===== src/rtl/irq_pend_pkg.sv =====
package irq_pend_pkg;
  localparam int WORD_W  = 32;
  localparam int LANE_W  = 8;
  localparam int LANES   = WORD_W / LANE_W;

  function automatic int prio_msb(input int line);
    return (line / LANES) * WORD_W + (line % LANES) * LANE_W + LANE_W - 1;
  endfunction
endpackage


===== src/rtl/irq_edge_sampler.sv =====
module irq_edge_sampler #(
  parameter int NUM_IRQ = 8
) (
  input  logic               clk,
  input  logic               rst_n,
  input  logic [NUM_IRQ-1:0] irq_in,
  output logic [NUM_IRQ-1:0] irq_prev,
  output logic [NUM_IRQ-1:0] irq_rise
);
  logic [NUM_IRQ-1:0] prev_q;
  logic               prev_en;

  always_comb begin
    prev_en  = (prev_q != irq_in);
    irq_rise = irq_in & ~prev_q;
  end

  always_ff @(posedge clk or negedge rst_n) begin
    if (!rst_n)       prev_q <= '0;
    else if (prev_en) prev_q <= irq_in;
  end

  assign irq_prev = prev_q;
endmodule


===== src/rtl/irq_line_state.sv =====
module irq_line_state (
  input  logic clk,
  input  logic rst_n,
  input  logic lvl,
  input  logic rise,
  input  logic pulse,
  input  logic set_req,
  input  logic clr_req,
  input  logic enter_any,
  input  logic enter_hit,
  input  logic ret,
  output logic pend,
  output logic act
);
  logic pend_q, act_q;
  logic pend_n, act_n, hw_set, clr_all, upd_en;

  always_comb begin
    if (enter_any)  act_n = enter_hit;
    else if (ret)   act_n = 1'b0;
    else            act_n = act_q;
    hw_set  = pulse ? rise : (lvl & ~act_n);
    clr_all = clr_req | enter_hit;
    pend_n  = (pend_q & ~clr_all) | hw_set | set_req;
    upd_en  = (pend_n != pend_q) | (act_n != act_q);
  end

  always_ff @(posedge clk or negedge rst_n) begin
    if (!rst_n) begin
      pend_q <= 1'b0;
      act_q  <= 1'b0;
    end else if (upd_en) begin
      pend_q <= pend_n;
      act_q  <= act_n;
    end
  end

  assign pend = pend_q;
  assign act  = act_q;
endmodule


===== src/rtl/irq_prio_pick.sv =====
module irq_prio_pick
  import irq_pend_pkg::*;
#(
  parameter int NUM_IRQ = 8,
  parameter int PRIO_W  = 2,
  localparam int IDW    = (NUM_IRQ > 1) ? $clog2(NUM_IRQ) : 1,
  localparam int NREG   = (NUM_IRQ + LANES - 1) / LANES
) (
  input  logic [NUM_IRQ-1:0]     pend,
  input  logic [NREG*WORD_W-1:0] prio_regs,
  output logic                   valid,
  output logic [IDW-1:0]         num
);
  logic [PRIO_W-1:0] fld [NUM_IRQ];
  logic              prio_unused;

  for (genvar g = 0; g < NUM_IRQ; g++) begin : g_fld
    localparam int MSB = prio_msb(g);
    assign fld[g] = prio_regs[MSB -: PRIO_W];
  end

  assign prio_unused = ^prio_regs;

  logic [PRIO_W-1:0] best_p;

  always_comb begin
    valid  = 1'b0;
    num    = '0;
    best_p = '1;
    for (int i = 0; i < NUM_IRQ; i++) begin
      if (pend[i] && (!valid || fld[i] < best_p)) begin
        valid  = 1'b1;
        num    = IDW'(i);
        best_p = fld[i];
      end
    end
  end
endmodule


===== src/rtl/irq_pend_ctrl.sv =====
module irq_pend_ctrl
  import irq_pend_pkg::*;
#(
  parameter int NUM_IRQ = 8,
  parameter int PRIO_W  = 2,
  localparam int IDW    = (NUM_IRQ > 1) ? $clog2(NUM_IRQ) : 1,
  localparam int NREG   = (NUM_IRQ + LANES - 1) / LANES
) (
  input  logic                   clk,
  input  logic                   rst_n,
  input  logic [NUM_IRQ-1:0]     irq_in,
  input  logic [NUM_IRQ-1:0]     pulse_mode,
  input  logic [NUM_IRQ-1:0]     sw_set,
  input  logic [NUM_IRQ-1:0]     sw_clr,
  input  logic [NREG*WORD_W-1:0] prio_regs,
  input  logic                   isr_enter,
  input  logic [IDW-1:0]         isr_enter_num,
  input  logic                   isr_return,
  output logic [NUM_IRQ-1:0]     pend_vec,
  output logic [NUM_IRQ-1:0]     act_vec,
  output logic                   best_valid,
  output logic [IDW-1:0]         best_num
);
  logic [NUM_IRQ-1:0] irq_prev, irq_rise, enter_hit;

  irq_edge_sampler #(.NUM_IRQ(NUM_IRQ)) u_samp (
    .clk      (clk),
    .rst_n    (rst_n),
    .irq_in   (irq_in),
    .irq_prev (irq_prev),
    .irq_rise (irq_rise)
  );

  always_comb begin
    enter_hit = '0;
    if (isr_enter) enter_hit[isr_enter_num] = 1'b1;
  end

  for (genvar g = 0; g < NUM_IRQ; g++) begin : g_line
    irq_line_state u_line (
      .clk       (clk),
      .rst_n     (rst_n),
      .lvl       (irq_in[g]),
      .rise      (irq_rise[g]),
      .pulse     (pulse_mode[g]),
      .set_req   (sw_set[g]),
      .clr_req   (sw_clr[g]),
      .enter_any (isr_enter),
      .enter_hit (enter_hit[g]),
      .ret       (isr_return),
      .pend      (pend_vec[g]),
      .act       (act_vec[g])
    );
  end

  irq_prio_pick #(.NUM_IRQ(NUM_IRQ), .PRIO_W(PRIO_W)) u_pick (
    .pend      (pend_vec),
    .prio_regs (prio_regs),
    .valid     (best_valid),
    .num       (best_num)
  );
endmodule


===== config.mk =====
export PLATFORM = sky130hd
export DESIGN_NAME = irq_pend_ctrl
export DESIGN_NICKNAME = d
export VERILOG_FILES = /design/src/rtl/irq_pend_pkg.sv /design/src/rtl/irq_edge_sampler.sv /design/src/rtl/irq_line_state.sv /design/src/rtl/irq_prio_pick.sv /design/src/rtl/irq_pend_ctrl.sv
export SDC_FILE = /design/constraint.sdc
export NUM_CORES = 1
export LEC_CHECK = 0
export BUFFER_PORTS_ARGS = -buffer_cell sky130_fd_sc_hd__clkbuf_2
export CORE_MARGIN = 2
export CORE_UTILIZATION = 47
export DETAILED_ROUTE_END_ITERATION = 8
export PLACE_DENSITY = 0.87
export SLEW_MARGIN = 30
export SYNTH_ARGS = -nofsm -noshare
export SYNTH_HDL_FRONTEND = slang
export SYNTH_HIERARCHICAL = 1
export SYNTH_SLANG_ARGS = --single-unit

===== constraint.sdc =====
create_clock -name clk -period 6.1 [get_ports clk]
set_input_delay 0.61 -clock clk [delete_from_list [all_inputs] [get_ports clk]]
set_output_delay 0.61 -clock clk [all_outputs]
set_load 0.02 [all_outputs]

==> metrics.log <==
[metrics] result of the run: finished, final reports clean
[metrics] total length of routed wires: 5.271 mm
[metrics] Cell Area, Placed: 2426 sq um
[metrics] post-CTS sizing: 0
[metrics] Setup Fix Bufs, Post-CTS: 0
[metrics] Synth Instances: 212
[metrics] initial DRC count: 114
[metrics] Yosys warnings: 6
[metrics] classification of the worst-slack hold path: in2async
[metrics] total nets after synthesis: 325
[metrics] layout filler cell count: 328
[metrics] WP data required: 5.49 ns
[metrics] area of the mapped netlist: 1997 sq um
[metrics] Setup-failing EPs final: 0
[metrics] Post-synth EDFFs: 0
[metrics] wire length on met2: 2.696 mm
[metrics] total power density per cell area: 184.7 nW/um^2
[metrics] met3 WL post-DR: 273 microns
[metrics] Port Buffers: 74
[metrics] Avg Synthesized Cell Area: 9.419 sq um
[metrics] Unique masters post-synth: 57
[metrics] clock root buffer: clkbuf_8
[metrics] worst slew pin tran: 0.6014 ns
[metrics] Inserted Diodes: 0
[metrics] vertical extent of the die: 69.18 microns
[metrics] pin count of the biggest net entering global routing: 25
[metrics] sink count of the clock tree: 24
[metrics] footprint of the multi-input gates: 1340 sq um
[metrics] data arrival time of the critical path: 4.04 ns
[metrics] max cap viols: 0
[metrics] Site Rows: 23
[metrics] Sw Ratio: 31.25%
[metrics] path depth of the worst reg2reg path: 5
[metrics] aggregate global routing overflow: 0
[metrics] Top FF cell, synth: dfrtp_1
[metrics] remaining antenna violation count after routing: 0
[metrics] portion of the post-synthesis area used by sequential elements: 30.08%
[metrics] fin nets: 403
[metrics] async set or reset register ratio after synthesis: 100.0%
[metrics] setup total negative slack: 0 ns
[metrics] Clk pin slew, worst setup/hold paths: 0.09 ns
[metrics] share of layout cells above drive strength 1: 38.75%
[metrics] crit path time final: 4.645 ns
[metrics] length of the first detailed-routing pass in iterations: 4
[metrics] effective utilization at floorplan: 49.21%
[metrics] area overhead of the layout relative to synthesis: 25.06%
[metrics] portion of total power attributed to the clock network: 30.3%
[metrics] final cycle utilization of the critical path: 76.15%
[metrics] post-detail-place hpwl: 4.042 mm
[metrics] Worst Setup SP: g_line[0].u_line/pend
[metrics] final weighted congestion in routability-driven placement: 0.9077
[metrics] CTS Buf Count: 3
[metrics] number of antenna violations at the first check in global routing: 0
[metrics] clock tree skew after final layout: 0.002197 ns
[metrics] maximum clock insertion buffer count: 2
[metrics] Seq cells post-synth: 24
[metrics] leakage power summed over all cells: 0.001222 uW
[metrics] area used by sequential logic in the layout: 600.6 sq um
[metrics] overall die area: 4786 sq um
[metrics] largest vdd supply drop: 0.0001483 V
[metrics] via density per instance: 6.024
[metrics] Hold Vio Cnt, Final: 0
[metrics] vias in the first global route: 2044
[metrics] Gate power share: 31.4%
[metrics] later-pin clock latency in the skew report: 0.27 ns
[metrics] top layer in use: met4
[metrics] core footprint: 4058 sq um
[metrics] maximum fanout encountered on the critical timing path: 8
[metrics] Slew Viols, Final: 0
[metrics] startpoint-to-endpoint class of the critical path: reg2out
[metrics] timing-limited maximum frequency: 0.2153 GHz
[metrics] # IOs: 123
[metrics] Hold-fix buffers, CTS: 0
[metrics] RSZ-0062 raised after global routing: false
[metrics] GR Util All Layers: 22.56%
[metrics] wire length per cell after detailed routing: 15.55 microns
[metrics] post-route design area: 2497 sq um
[metrics] Internal Pwr Total: 317.1 uW
[metrics] TritonCTS clock tree: done
[metrics] drt drc: 0
[metrics] worst r2r src: u_samp/irq_prev[6]
[metrics] total via count after detailed routing: 2042
[metrics] type of element capturing the critical path: primary output
[metrics] Slew Limit Headroom: 59.90%
[metrics] switching power summed over all nets: 144.1 uW
[metrics] part of the power in registers: 38.3%
[metrics] overall die width: 69.18 microns
[metrics] number of levels the H-tree was split into: 1
[metrics] critical path launch point type: flip-flop
[metrics] first-pass GRT wire length: 8.990 mm
[metrics] Routed met1 length: 2.120 mm
## cell families after synthesis
kind of cell / synth area share, %
AND/OR/NAND/NOR: 31.58
AO/OA/AOI/OAI: 24.25
multiplexers: 4.511
flip-flops: 30.08
buffers and inverters: 2.819
adder cells (fa/ha/maj): 6.767
## power groups by stage
stage	Clock [uW]	Sequential [uW]	Combinational, uW
2_1_floorplan	0	183	80.8
3_3_place_gp	0	179	139
3_5_place_dp	0	180	143
4_1_cts	141	177	144
5_1_grt	146	179	160
6_report	140	177	145
## cell type report
cell class	instances	area share, %
Multi-Input combinational cell	173	53.66
Clock buffer	3	1.653
Timing Repair Buffer	74	14.83
Tap cell	50	2.505
Inverter	14	2.104
Sequential cell	24	24.05
Clock inverter	1	1.202
## registers in the layout (all words and copies together) (netlist names)
name and cells:
g_line.u_line/pend 8, g_line.u_line/act 8, u_samp/irq_prev 8
## cell usage in the layout (no fill, tap or decap), types with 4 or more instances in the layout
cell type	count
nor3b_1	9
o21ai_2	8
inv_1	14
nand2_1	23
nand2b_1	4
a211oi_1	9
nor2_1	5
nand3_2	8
ha_1	10
mux2_2	8
dfrtp_1	24
nor2b_1	7
a21oi_1	5
clkbuf_2	74
or3b_1	8
o21ai_0	10
## cells in the mapped netlist (2+ instances only)
cell type	n	area (sq um)
a21o_1	3	22.52
and4b_2	2	22.52
dfrtp_1	24	600.6
a211oi_1	9	67.56
ha_1	10	125.1
inv_1	14	52.55
o311ai_0	2	17.52
o22ai_1	2	12.51
nand3_2	8	80.08
or3b_1	8	70.07
o21ai_0	10	50.05
nand2b_1	4	25.02
nand3_1	3	15.01
a311oi_1	2	17.52
nand2_1	23	86.33
or3_1	3	18.77
o21ai_2	8	70.07
and2_1	3	18.77
nor3b_1	9	67.56
nor2b_1	7	43.79
a2bb2oi_1	2	17.52
a21oi_1	5	25.02
o32ai_1	2	17.52
nor2_1	5	18.77
nand4_1	2	12.51
and4bb_1	2	25.02
and4b_1	3	30.03
mux2_2	8	90.09
## critical path, cell delays in order (launching register included)
cell and delay [ns]:
dfrtp_1 0.47, nor2b_2 0.22, a2111o_1 0.43, nor2_1 0.25
nand2_1 0.13, ha_1 0.24, o41ai_2 0.53, nor2_1 0.09
a21oi_1 0.14, ha_1 0.22, a2111oi_0 0.09, a21o_1 0.22
a311o_1 0.35, or2_1 0.23, clkbuf_2 0.15
## stage by stage
| stage | cells | utilization (%) | setup slack [ns] | power (uW) | hold slack (ns) |
|---|---|---|---|---|---|
| final | 339 | 61.55 | 1.455 | 461.3 | 0.3322 |
| after global routing | 339 | 61.55 | 1.093 | 484.8 | 0.3827 |
| after CTS | 339 | 61.55 | 1.524 | 462.5 | 0.3498 |
| after detailed placement | 335 | 59.79 | 1.638 | 322.3 | 0.4930 |
| after global placement | 335 | 59.79 | 1.715 | 317.5 | 0.4867 |
| after floorplan | 212 | - | 2.135 | 264.2 | 0.3144 |
## worst paths after layout
path / endpoint / slack [ns]
setup / recovery: best_num[2] / 1.45
hold / removal: g_line[7].u_line/act / 0.33
setup reg to reg: u_samp/irq_prev[5] / 4.50
hold reg to reg: u_samp/irq_prev[3] / 0.51
max in group asynchronous: g_line[5].u_line/pend / 5.38
min in group clk: u_samp/irq_prev[3] / 0.51
## per-layer routing
| metal | up-vias | track usage (%) |
|---|---|---|
| met3 | 20 | 3.198 |
| met5 | - | 0 |
| met2 | 81 | 40.60 |
| li1 | 972 | - |
| met1 | 969 | 26.24 |
| met4 | 0 | 10.46 |
No activity file was read; power rests on OpenSTA's default activity.
